==> config.mk <==
export PLATFORM = sky130hd
export DESIGN_NAME = sram_wr_seq
export DESIGN_NICKNAME = d
export VERILOG_FILES = /design/src/rtl/srw_pkg.sv /design/src/rtl/srw_ctrl.sv /design/src/rtl/srw_pins.sv /design/src/rtl/sram_wr_seq.sv
export SDC_FILE = /design/constraint.sdc
export NUM_CORES = 1
export LEC_CHECK = 0
export ABC_AREA = 1
export BUFFER_PORTS_ARGS = -buffer_cell sky130_fd_sc_hd__clkbuf_2
export CORE_ASPECT_RATIO = 0.7
export CORE_MARGIN = 2
export CORE_UTILIZATION = 42
export CTS_CLUSTER_DIAMETER = 200
export DETAILED_ROUTE_END_ITERATION = 12
export PLACE_DENSITY = 0.74
export RECOVER_POWER = 100
export SLEW_MARGIN = 40
export SYNTH_ARGS = -nofsm -noshare
export SYNTH_HDL_FRONTEND = slang
export SYNTH_HIERARCHICAL = 1
export SYNTH_SLANG_ARGS = --single-unit
==> constraint.sdc <==
create_clock -name clk -period 1.3 [get_ports clk]
set_input_delay 0.26 -clock clk [delete_from_list [all_inputs] [get_ports clk]]
set_output_delay 0.26 -clock clk [all_outputs]
set_load 0.02 [all_outputs]
==> src/rtl/srw_pkg.sv <==
// Shared types and helpers for the SRAM write sequencer.
// Assumes: all timing values are whole clock cycles, at least 1.
package srw_pkg;
    typedef enum logic [1:0] {
        PH_IDLE  = 2'd0,
        PH_SETUP = 2'd1,
        PH_PULSE = 2'd2,
        PH_RECOV = 2'd3
    } srw_phase_e;

    function automatic int max2(input int a, input int b);
        return (a > b) ? a : b;
    endfunction
endpackage

==> src/rtl/srw_ctrl.sv <==
// Phase controller: steps IDLE -> SETUP -> PULSE -> RECOV -> IDLE and
// keeps a count of the cycles spent in the current phase. It latches the
// mode bits at acceptance so that they stay fixed for the whole transfer.
// Assumes: T_* parameters >= 1.
module srw_ctrl
    import srw_pkg::*;
#(
    parameter int T_AS = 2,
    parameter int T_WP = 3,
    parameter int T_WZ = 2,
    parameter int T_DW = 2,
    parameter int T_DH = 1,
    parameter int T_WR = 3,
    parameter int CW   = 4
) (
    input  logic          clk,
    input  logic          rst_n,
    input  logic          req_valid,
    input  logic          cfg_ce_last,
    input  logic          cfg_oe_low,
    output srw_phase_e    phase,
    output logic [CW-1:0] elapsed,
    output logic          accept,
    output logic          md_ce,
    output logic          md_oe
);
    localparam int PULSE_LONG  = max2(T_WP, T_WZ + T_DW);
    localparam int PULSE_SHORT = max2(T_WP, T_DW);
    localparam int RECOV_LEN   = max2(T_DH, T_WR);

    logic [CW-1:0] last_cnt;
    logic          phase_done;

    assign accept = (phase == PH_IDLE) && req_valid;

    // Last count value of the current phase, from the latched mode
    always_comb begin
        case (phase)
            PH_SETUP: last_cnt = CW'(T_AS - 1);
            PH_PULSE: last_cnt = (!md_ce && md_oe) ? CW'(PULSE_LONG - 1)
                                                   : CW'(PULSE_SHORT - 1);
            PH_RECOV: last_cnt = CW'(RECOV_LEN - 1);
            default:  last_cnt = '0;
        endcase
    end

    assign phase_done = (elapsed == last_cnt);

    // Advance the phase and the cycle count within the phase
    always_ff @(posedge clk) begin
        if (!rst_n) begin
            phase   <= PH_IDLE;
            elapsed <= '0;
        end else if (phase == PH_IDLE) begin
            elapsed <= '0;
            if (accept) phase <= PH_SETUP;
        end else if (phase_done) begin
            elapsed <= '0;
            case (phase)
                PH_SETUP: phase <= PH_PULSE;
                PH_PULSE: phase <= PH_RECOV;
                default:  phase <= PH_IDLE;
            endcase
        end else begin
            elapsed <= elapsed + 1'b1;
        end
    end

    // Capture the mode bits when a request is taken
    always_ff @(posedge clk) begin
        if (!rst_n) begin
            md_ce <= 1'b0;
            md_oe <= 1'b0;
        end else if (accept) begin
            md_ce <= cfg_ce_last;
            md_oe <= cfg_oe_low;
        end
    end
endmodule

==> src/rtl/srw_pins.sv <==
// Pin stage: holds the address and data of the transfer and decodes the
// memory control pins from the phase and cycle count.
// Assumes: phase and elapsed come from srw_ctrl with the same T_* values.
module srw_pins
    import srw_pkg::*;
#(
    parameter int ADDR_W = 11,
    parameter int DATA_W = 8,
    parameter int T_WZ   = 2,
    parameter int T_DH   = 1,
    parameter int CW     = 4
) (
    input  logic              clk,
    input  logic              rst_n,
    input  logic              accept,
    input  logic [ADDR_W-1:0] req_addr,
    input  logic [DATA_W-1:0] req_data,
    input  srw_phase_e        phase,
    input  logic [CW-1:0]     elapsed,
    input  logic              md_ce,
    input  logic              md_oe,
    output logic [ADDR_W-1:0] mem_addr,
    output logic [DATA_W-1:0] mem_dq_out,
    output logic              mem_ce_n,
    output logic              mem_we_n,
    output logic              mem_oe_n,
    output logic              mem_dq_oe
);
    // Latch address and data on acceptance only
    always_ff @(posedge clk) begin
        if (!rst_n) begin
            mem_addr   <= '0;
            mem_dq_out <= '0;
        end else if (accept) begin
            mem_addr   <= req_addr;
            mem_dq_out <= req_data;
        end
    end

    // Enable order: the enable picked to fall last stays high during setup
    always_comb begin
        mem_ce_n = 1'b1;
        mem_we_n = 1'b1;
        case (phase)
            PH_SETUP: begin
                mem_ce_n = md_ce;
                mem_we_n = !md_ce;
            end
            PH_PULSE: begin
                mem_ce_n = 1'b0;
                mem_we_n = 1'b0;
            end
            default: ;
        endcase
    end

    // Data driver: wait out the memory's turn-off delay only when it drives
    always_comb begin
        case (phase)
            PH_PULSE: mem_dq_oe = md_ce || !md_oe || (elapsed >= CW'(T_WZ));
            PH_RECOV: mem_dq_oe = (elapsed < CW'(T_DH));
            default:  mem_dq_oe = 1'b0;
        endcase
    end

    assign mem_oe_n = !md_oe;
endmodule

==> src/rtl/sram_wr_seq.sv <==
// Top of the SRAM write sequencer: a valid/ready host port in front, the
// memory pins behind. Connects the phase controller to the pin stage.
// Assumes: one transfer at a time; T_* parameters >= 1.
module sram_wr_seq
    import srw_pkg::*;
#(
    parameter int ADDR_W = 11,
    parameter int DATA_W = 8,
    parameter int T_AS   = 2,
    parameter int T_WP   = 3,
    parameter int T_WZ   = 2,
    parameter int T_DW   = 2,
    parameter int T_DH   = 1,
    parameter int T_WR   = 3
) (
    input  logic              clk,
    input  logic              rst_n,
    input  logic              req_valid,
    output logic              req_ready,
    input  logic [ADDR_W-1:0] req_addr,
    input  logic [DATA_W-1:0] req_data,
    input  logic              cfg_ce_last,
    input  logic              cfg_oe_low,
    output logic [ADDR_W-1:0] mem_addr,
    output logic              mem_ce_n,
    output logic              mem_we_n,
    output logic              mem_oe_n,
    output logic [DATA_W-1:0] mem_dq_out,
    output logic              mem_dq_oe
);
    localparam int MAX_LEN = max2(max2(T_AS, max2(T_WP, T_WZ + T_DW)),
                                  max2(T_DH, T_WR));
    localparam int CW = $clog2(MAX_LEN + 1);

    srw_phase_e    phase;
    logic [CW-1:0] elapsed;
    logic          accept;
    logic          md_ce_q;
    logic          md_oe_q;

    assign req_ready = (phase == PH_IDLE);

    srw_ctrl #(
        .T_AS(T_AS), .T_WP(T_WP), .T_WZ(T_WZ), .T_DW(T_DW),
        .T_DH(T_DH), .T_WR(T_WR), .CW(CW)
    ) u_ctrl (
        .clk(clk), .rst_n(rst_n), .req_valid(req_valid),
        .cfg_ce_last(cfg_ce_last), .cfg_oe_low(cfg_oe_low),
        .phase(phase), .elapsed(elapsed), .accept(accept),
        .md_ce(md_ce_q), .md_oe(md_oe_q)
    );

    srw_pins #(
        .ADDR_W(ADDR_W), .DATA_W(DATA_W), .T_WZ(T_WZ), .T_DH(T_DH), .CW(CW)
    ) u_pins (
        .clk(clk), .rst_n(rst_n), .accept(accept),
        .req_addr(req_addr), .req_data(req_data),
        .phase(phase), .elapsed(elapsed), .md_ce(md_ce_q), .md_oe(md_oe_q),
        .mem_addr(mem_addr), .mem_dq_out(mem_dq_out),
        .mem_ce_n(mem_ce_n), .mem_we_n(mem_we_n),
        .mem_oe_n(mem_oe_n), .mem_dq_oe(mem_dq_oe)
    );
endmodule

Word level (Yosys, flattened, before mapping)
Index checks and enable logic that the tools add are counted.
{"block": "op_classes", "n_eq_ne": 5, "n_reduce_logical": 10, "bitwise": 1, "n_lt_le_gt_ge": 2, "add_sub_neg": 1, "mux": 9}
{"cell": "3-bit case mux with 3 select lines", "n": 1}
{"cell": "2-bit 2-to-1 mux", "n": 3}
{"cell": "1-bit case mux with 2 select lines", "n": 3}
{"cell": "2-bit equality test, second input constant", "n": 2}
{"cell": "2-bit case mux with 2 select lines", "n": 1}
{"cell": "3-bit by 1-bit adder with 3-bit output, second input constant", "n": 1}
{"cell": "3-bit equality test", "n": 1}
{"cell": "3-bit by 2-bit greater-or-equal comparator with 1-bit output, second input constant", "n": 1}
{"cell": "3-bit by 1-bit < comparator with 1-bit output, second input constant", "n": 1}
{"cell": "3-bit OR reduction", "n": 1}
{"cell": "2-bit by 1-bit equality test with 1-bit output, second input constant", "n": 1}
{"cell": "1-bit logical AND", "n": 2}
{"cell": "1-bit logical NOT", "n": 2}
{"cell": "2-bit logical NOT", "n": 1}
{"cell": "1-bit logical OR", "n": 2}
{"cell": "2-bit by 1-bit inequality test with 1-bit output, second input constant", "n": 1}
{"cell": "2-bit AND reduction", "n": 1}
{"cell": "2-bit nonzero test", "n": 1}
{"cell": "1-bit 2-to-1 mux", "n": 1}
{"cell": "1-bit inverter", "n": 1}
{"block": "totals", "out_inout_bits": 24, "reg_bits": 26, "inputBits": 24}

Depth between registers and ports, before layout
{"block": "depth", "depth_word": 7, "depth_mapped": 11, "mapped_depth_nobuf": 11}

Hierarchy
The synthesis kept the hierarchy.
{"module": "srw_pins", "instances": 1, "area_per_inst_um2": 752.0, "seq_area_each_um2": 380.4, "cells_per_inst": 96}
{"module": "srw_ctrl", "instances": 1, "area_per_inst_um2": 396.6, "seq_area_each_um2": 140.1, "cells_per_inst": 56}
{"module": "sram_wr_seq", "instances": 1, "area_per_inst_um2": 3.8, "seq_area_each_um2": 0.0, "cells_per_inst": 1}

Worst setup path before layout
Ideal clock, no wire load.
{"block": "synth_timing", "path_type": "reg2reg", "from": "register u_ctrl.phase[1]", "to": "register u_pins.mem_addr[5]", "t_arrival_ns": 1.389, "synth_period_minus_slack_ns": 1.453, "stages_incl_launch_ff": 10, "path_slack_ns": -0.153, "cell_sequence": "dfxtp_1 inv_1 ha_1 nand2_1 inv_1 buf_6 inv_8 buf_12 nor2_1 nor2_1"}
{"block": "synth_between", "elab_chain_cells": 2}
{"item": "from (decl)", "line_no": "srw_ctrl.sv:21", "rtl": "output srw_phase_e phase,"}
{"item": "from (signal assigned)", "line_no": "srw_ctrl.sv:52", "rtl": "phase <= PH_IDLE;"}
{"item": "from (signal assigned)", "line_no": "srw_ctrl.sv:56", "rtl": "if (accept) phase <= PH_SETUP;"}
{"item": "from (signal assigned)", "line_no": "srw_ctrl.sv:60", "rtl": "PH_SETUP: phase <= PH_PULSE;"}
{"item": "2-bit logical NOT", "line_no": "srw_ctrl.sv:34", "rtl": "assign accept = (phase == PH_IDLE) && req_valid;"}
{"item": "1-bit logical AND", "line_no": "srw_ctrl.sv:34"}
{"item": "via accept", "line_no": "sram_wr_seq.sv:37", "rtl": "logic accept;"}
{"item": "to (signal assigned)", "line_no": "srw_pins.sv:35", "rtl": "mem_addr <= req_addr;"}
{"item": "to (decl)", "line_no": "srw_pins.sv:22", "rtl": "output logic [ADDR_W-1:0] mem_addr,"}
The timed path passes the listed nets, and every way through them passes these cells.
A chain may end at the register's enable or synchronous reset.

Worst setup path in the final report
{"block": "layout_timing", "from": "register u_ctrl.phase[0]", "to": "register u_ctrl.phase[0]"}
{"block": "layout_between", "elab_chain_cells": 5, "elab_cells_between_ends": 13, "cone_classes": "5 x eq/ne; 4 x mux; 4 x reduce/logical"}
{"item": "2-bit equality test, or another cell as far along", "line_no": "srw_ctrl.sv:38", "rtl": "case (phase)"}
{"item": "3-bit case mux with 3 select lines", "line_no": "srw_ctrl.sv:38"}
{"item": "3-bit equality test", "line_no": "srw_ctrl.sv:47", "rtl": "assign phase_done = (elapsed == last_cnt);"}
{"item": "2-bit nonzero test (no line)"}
{"item": "2-bit AND reduction (no line)"}
Parallel ways exist; a longest one is shown, timed or not. The select of a mux whose other input is x is not followed.

==> run_results.csv <==
group,metric,value,unit
die,initial_utilization,45.5,%
finish,multi_input_area,634,um^2
finish,finish.utilization,66.1,%
route,drt_first_pass_iters,4,
finish,ff_latch_area,528,um^2
timing,rsz0062_at_grt,"true",
synth,syn_area,1150,um^2
placement,gp_congestion,0.827,
worst_setup_path,cp.required,1460,ps
synth,synth_warnings,6,
outcome,status,"finished with violations",
timing,post-route-period-util,117,%
finish,finalNetCount,240,
power_and_ir_drop,p_leak,0.751,nW
global_routing,grt_use_total,17.7,%
timing,tightest_slew,264,ps
die,die_h,47.8,um
worst_setup_path,cp-end-kind,"register",
timing,slew_headroom,82.5,%
route,vias_per_cell,4.77,
worst_setup_path,cp_top_family,"simple AND/OR/NAND/NOR gates",
power_and_ir_drop,sequentialPowerShare,33.5,%
power_and_ir_drop,switchingPower,0.00151,W
global_routing,antenna_found_initial,0,
worst_setup_path,crit_buf_inv,3,
clocking,clk_latency,270,ps
finish,n_antenna_cell,0,
power_and_ir_drop,switching_share,43.4,%
clocking,htreeDepth,1,
worst_hold_path,hold_class,"in -> reg",
power_and_ir_drop,ir_worst_vdd,1.02,mV
clocking,cts_buffers,3,
route,dr_total_vias,1169,
timing,setup_viol,8,
worst_setup_path,critPathLaunch,"u_ctrl/phase[0]",
job,max_cap_violations,0,
die,core-area,2530,um^2
clocking,clk_pin_slew_worst_paths,90,ps
worst_setup_path,cp_slowest_cell,"dfxtp_4",
global_routing,grt_pass1_wl,4220,um
synth,synth_seq_cells,26,
finish,area_growth,45.4,%
route,drt-initial-drc-count,48,
worst_setup_path,startpoint_type,"register",
route,drt.antenna.violating_nets,0,
timing,drv_slew,0,
synth,syn-num-nets,181,
placement,dp_slack,-84.7,ps
power_and_ir_drop,pwr-share-clk,13.1,%
clocking,cts_hold_buf,0,
power_and_ir_drop,total_power,0.00349,W
worst_setup_path,crit_chain,"buf_6, inv_6, ha_4, nand2_1, inv_1, nand2_1, nand2_1, nand2_2, nand4_4, o21ai_1, nor2_1",
synth,synth_cell_types,19,
worst_setup_path,worstPathArrival,1680,ps
power_and_ir_drop,internal_power,0.00197,W
placement,io_buffers,47,
worst_setup_path,path_class,"reg -> reg",
worst_setup_path,reg2reg_from,"u_ctrl/phase[0]",
placement,dp_cells,236,
placement,placed_area,1480,um^2
die,rows,15,
die,die-area,3190,um^2
clocking,cts_tree,"yes",
timing,post-route-min-period,1520,ps
finish,stdcell_count,245,
synth,syn_inst,153,
clocking,cts_buffer_depth,2,
route,post-route-drc-count,0,
placement,dpl.hpwl,2040,um
finish,mostFrequentLayoutCell,"nor2_1",
timing,hold_viol_final,0,
finish,layout.cells.most_common_list,"nor2_1 (38), dfxtp_1 (24), clkbuf_2 (23)",
worst_setup_path,cpPeakStageDelay,380,ps
worst_setup_path,cp_common_cell,"nand2_1",
route,routed_wl,2820,um
timing,fin_ws,-217,ps
worst_hold_path,holdCritStartpoint,"req_data[5]",
timing,clock_skew,4.81,ps
power_and_ir_drop,combPwrFrac,53.4,%
clocking,clockRootBuffer,"clkbuf_8",
finish,final_cell_area,1680,um^2
die,chipWidth,66.6,um
route,drt-wirelength-per-cell,11.5,um
finish,fillers,220,
timing,max_freq,0.659,GHz
synth,ys_seq_area_share,45.2,%
finish,drive_above_1_share,38.9,%
outcome,failed_checks,"setup timing",
die,ioPinCount,48,
global_routing,grt_pass1_vias,1045,
global_routing,grt_max_degree,22,
worst_setup_path,cp_max_fo,4,
global_routing,overflow,0,
clocking,clock-sinks,26,
power_and_ir_drop,power_density,2080,nW/um^2
synth,avgSynthCellArea,7.53,um^2
[per-layer routing]
metal	track usage [%]	vias up	wire length, um
li1	-	601	-
met1	19.6	522	1190
met2	33.6	41	1380
met3	6.12	5	232
met4	4.90	0	20
met5	0	-	0
[through the flow]
step | TNS [ps] | hold WS, ps
finish | -1280 | 214
global route | -2070 | 214
CTS | -913 | 211
detailed placement | -529 | 464
global placement | -37.3 | 459
floorplan | 0 | 371
[registers in the layout, indices dropped and copies added (netlist names)]
signal	flops
u_ctrl/md_ce	1
u_pins/mem_dq_out	8
u_ctrl/elapsed	3
u_pins/mem_addr	11
u_ctrl/phase	2
u_ctrl/md_oe	1
[worst reg2reg max path, stage by stage (launching register included)]
cell and delay, ps:
dfxtp_4 380, buf_6 110, inv_6 30, ha_4 150, nand2_1 60, inv_1 40, nand2_1 100, nand2_1 80
nand2_2 90, nand4_4 140, o21ai_1 180, nor2_1 70
[path summary, 6_finish.rpt]
check / to / slack (ps) / cells past startpoint
setup / recovery: u_ctrl/phase[0] / -220 / 11
hold / removal: u_pins/mem_dq_out[5] / 210 / 3
setup reg to reg: u_ctrl/phase[0] / -220 / 11
hold reg to reg: u_ctrl/md_oe / 470 / 2
[cell usage after synthesis]
cell type / count / area (um^2)
nor3_1: 1 / 5.00
dfxtp_1: 26 / 521
clkbuf_2: 1 / 5.00
a31o_1: 1 / 8.76
xnor2_1: 1 / 8.76
inv_2: 1 / 3.75
buf_6: 2 / 22.5
nor2_1: 48 / 180
buf_12: 1 / 20.0
inv_1: 14 / 52.6
nor2_2: 7 / 43.8
o21ai_0: 22 / 110
nand4_2: 1 / 12.5
a21oi_1: 4 / 20.0
nand3_1: 4 / 20.0
nand2_2: 2 / 12.5
inv_8: 1 / 11.3
ha_1: 4 / 50.1
nand2_1: 12 / 45.0
[final cells by class]
cell class,instances,share of cell area (%)
Multi-Input combinational cell,107,37.9
Sequential cell,26,31.5
Timing Repair Buffer,58,20.3
Inverter,16,5.08
Clock buffer,4,2.69
Tap cell,34,2.54
[logic make-up (layout without fill, tap and decap cells)]
group | Yosys count | in the layout | synth area share, %
and+or+nand+nor | 75 | 75 | 27.7
AOI/OAI and AO/OA | 27 | 27 | 12.1
adders and majority gates | 4 | 4 | 4.34
buffers and inverters | 20 | 78 | 9.99
xor gates and xnor gates | 1 | 1 | 0.760
DFF | 26 | 26 | 45.2
[power by group through the flow]
stage               logic (W)  registers [W]  clock network, W
floorplan            0.000840        0.00137                 0
global placement      0.00144        0.00117                 0
detailed placement    0.00149        0.00118                 0
CTS                   0.00165        0.00116          0.000468
global route          0.00204        0.00120          0.000495
finish                0.00186        0.00117          0.000458
[what timing repair did]
action,4_1_cts,5_1_grt
endpoints found under the setup margin,25,30
buffers inserted,3,2
resized for setup,15,32
pin swaps,6,9
gates cloned,0,0
No activity file was read; power rests on OpenSTA's default activity.
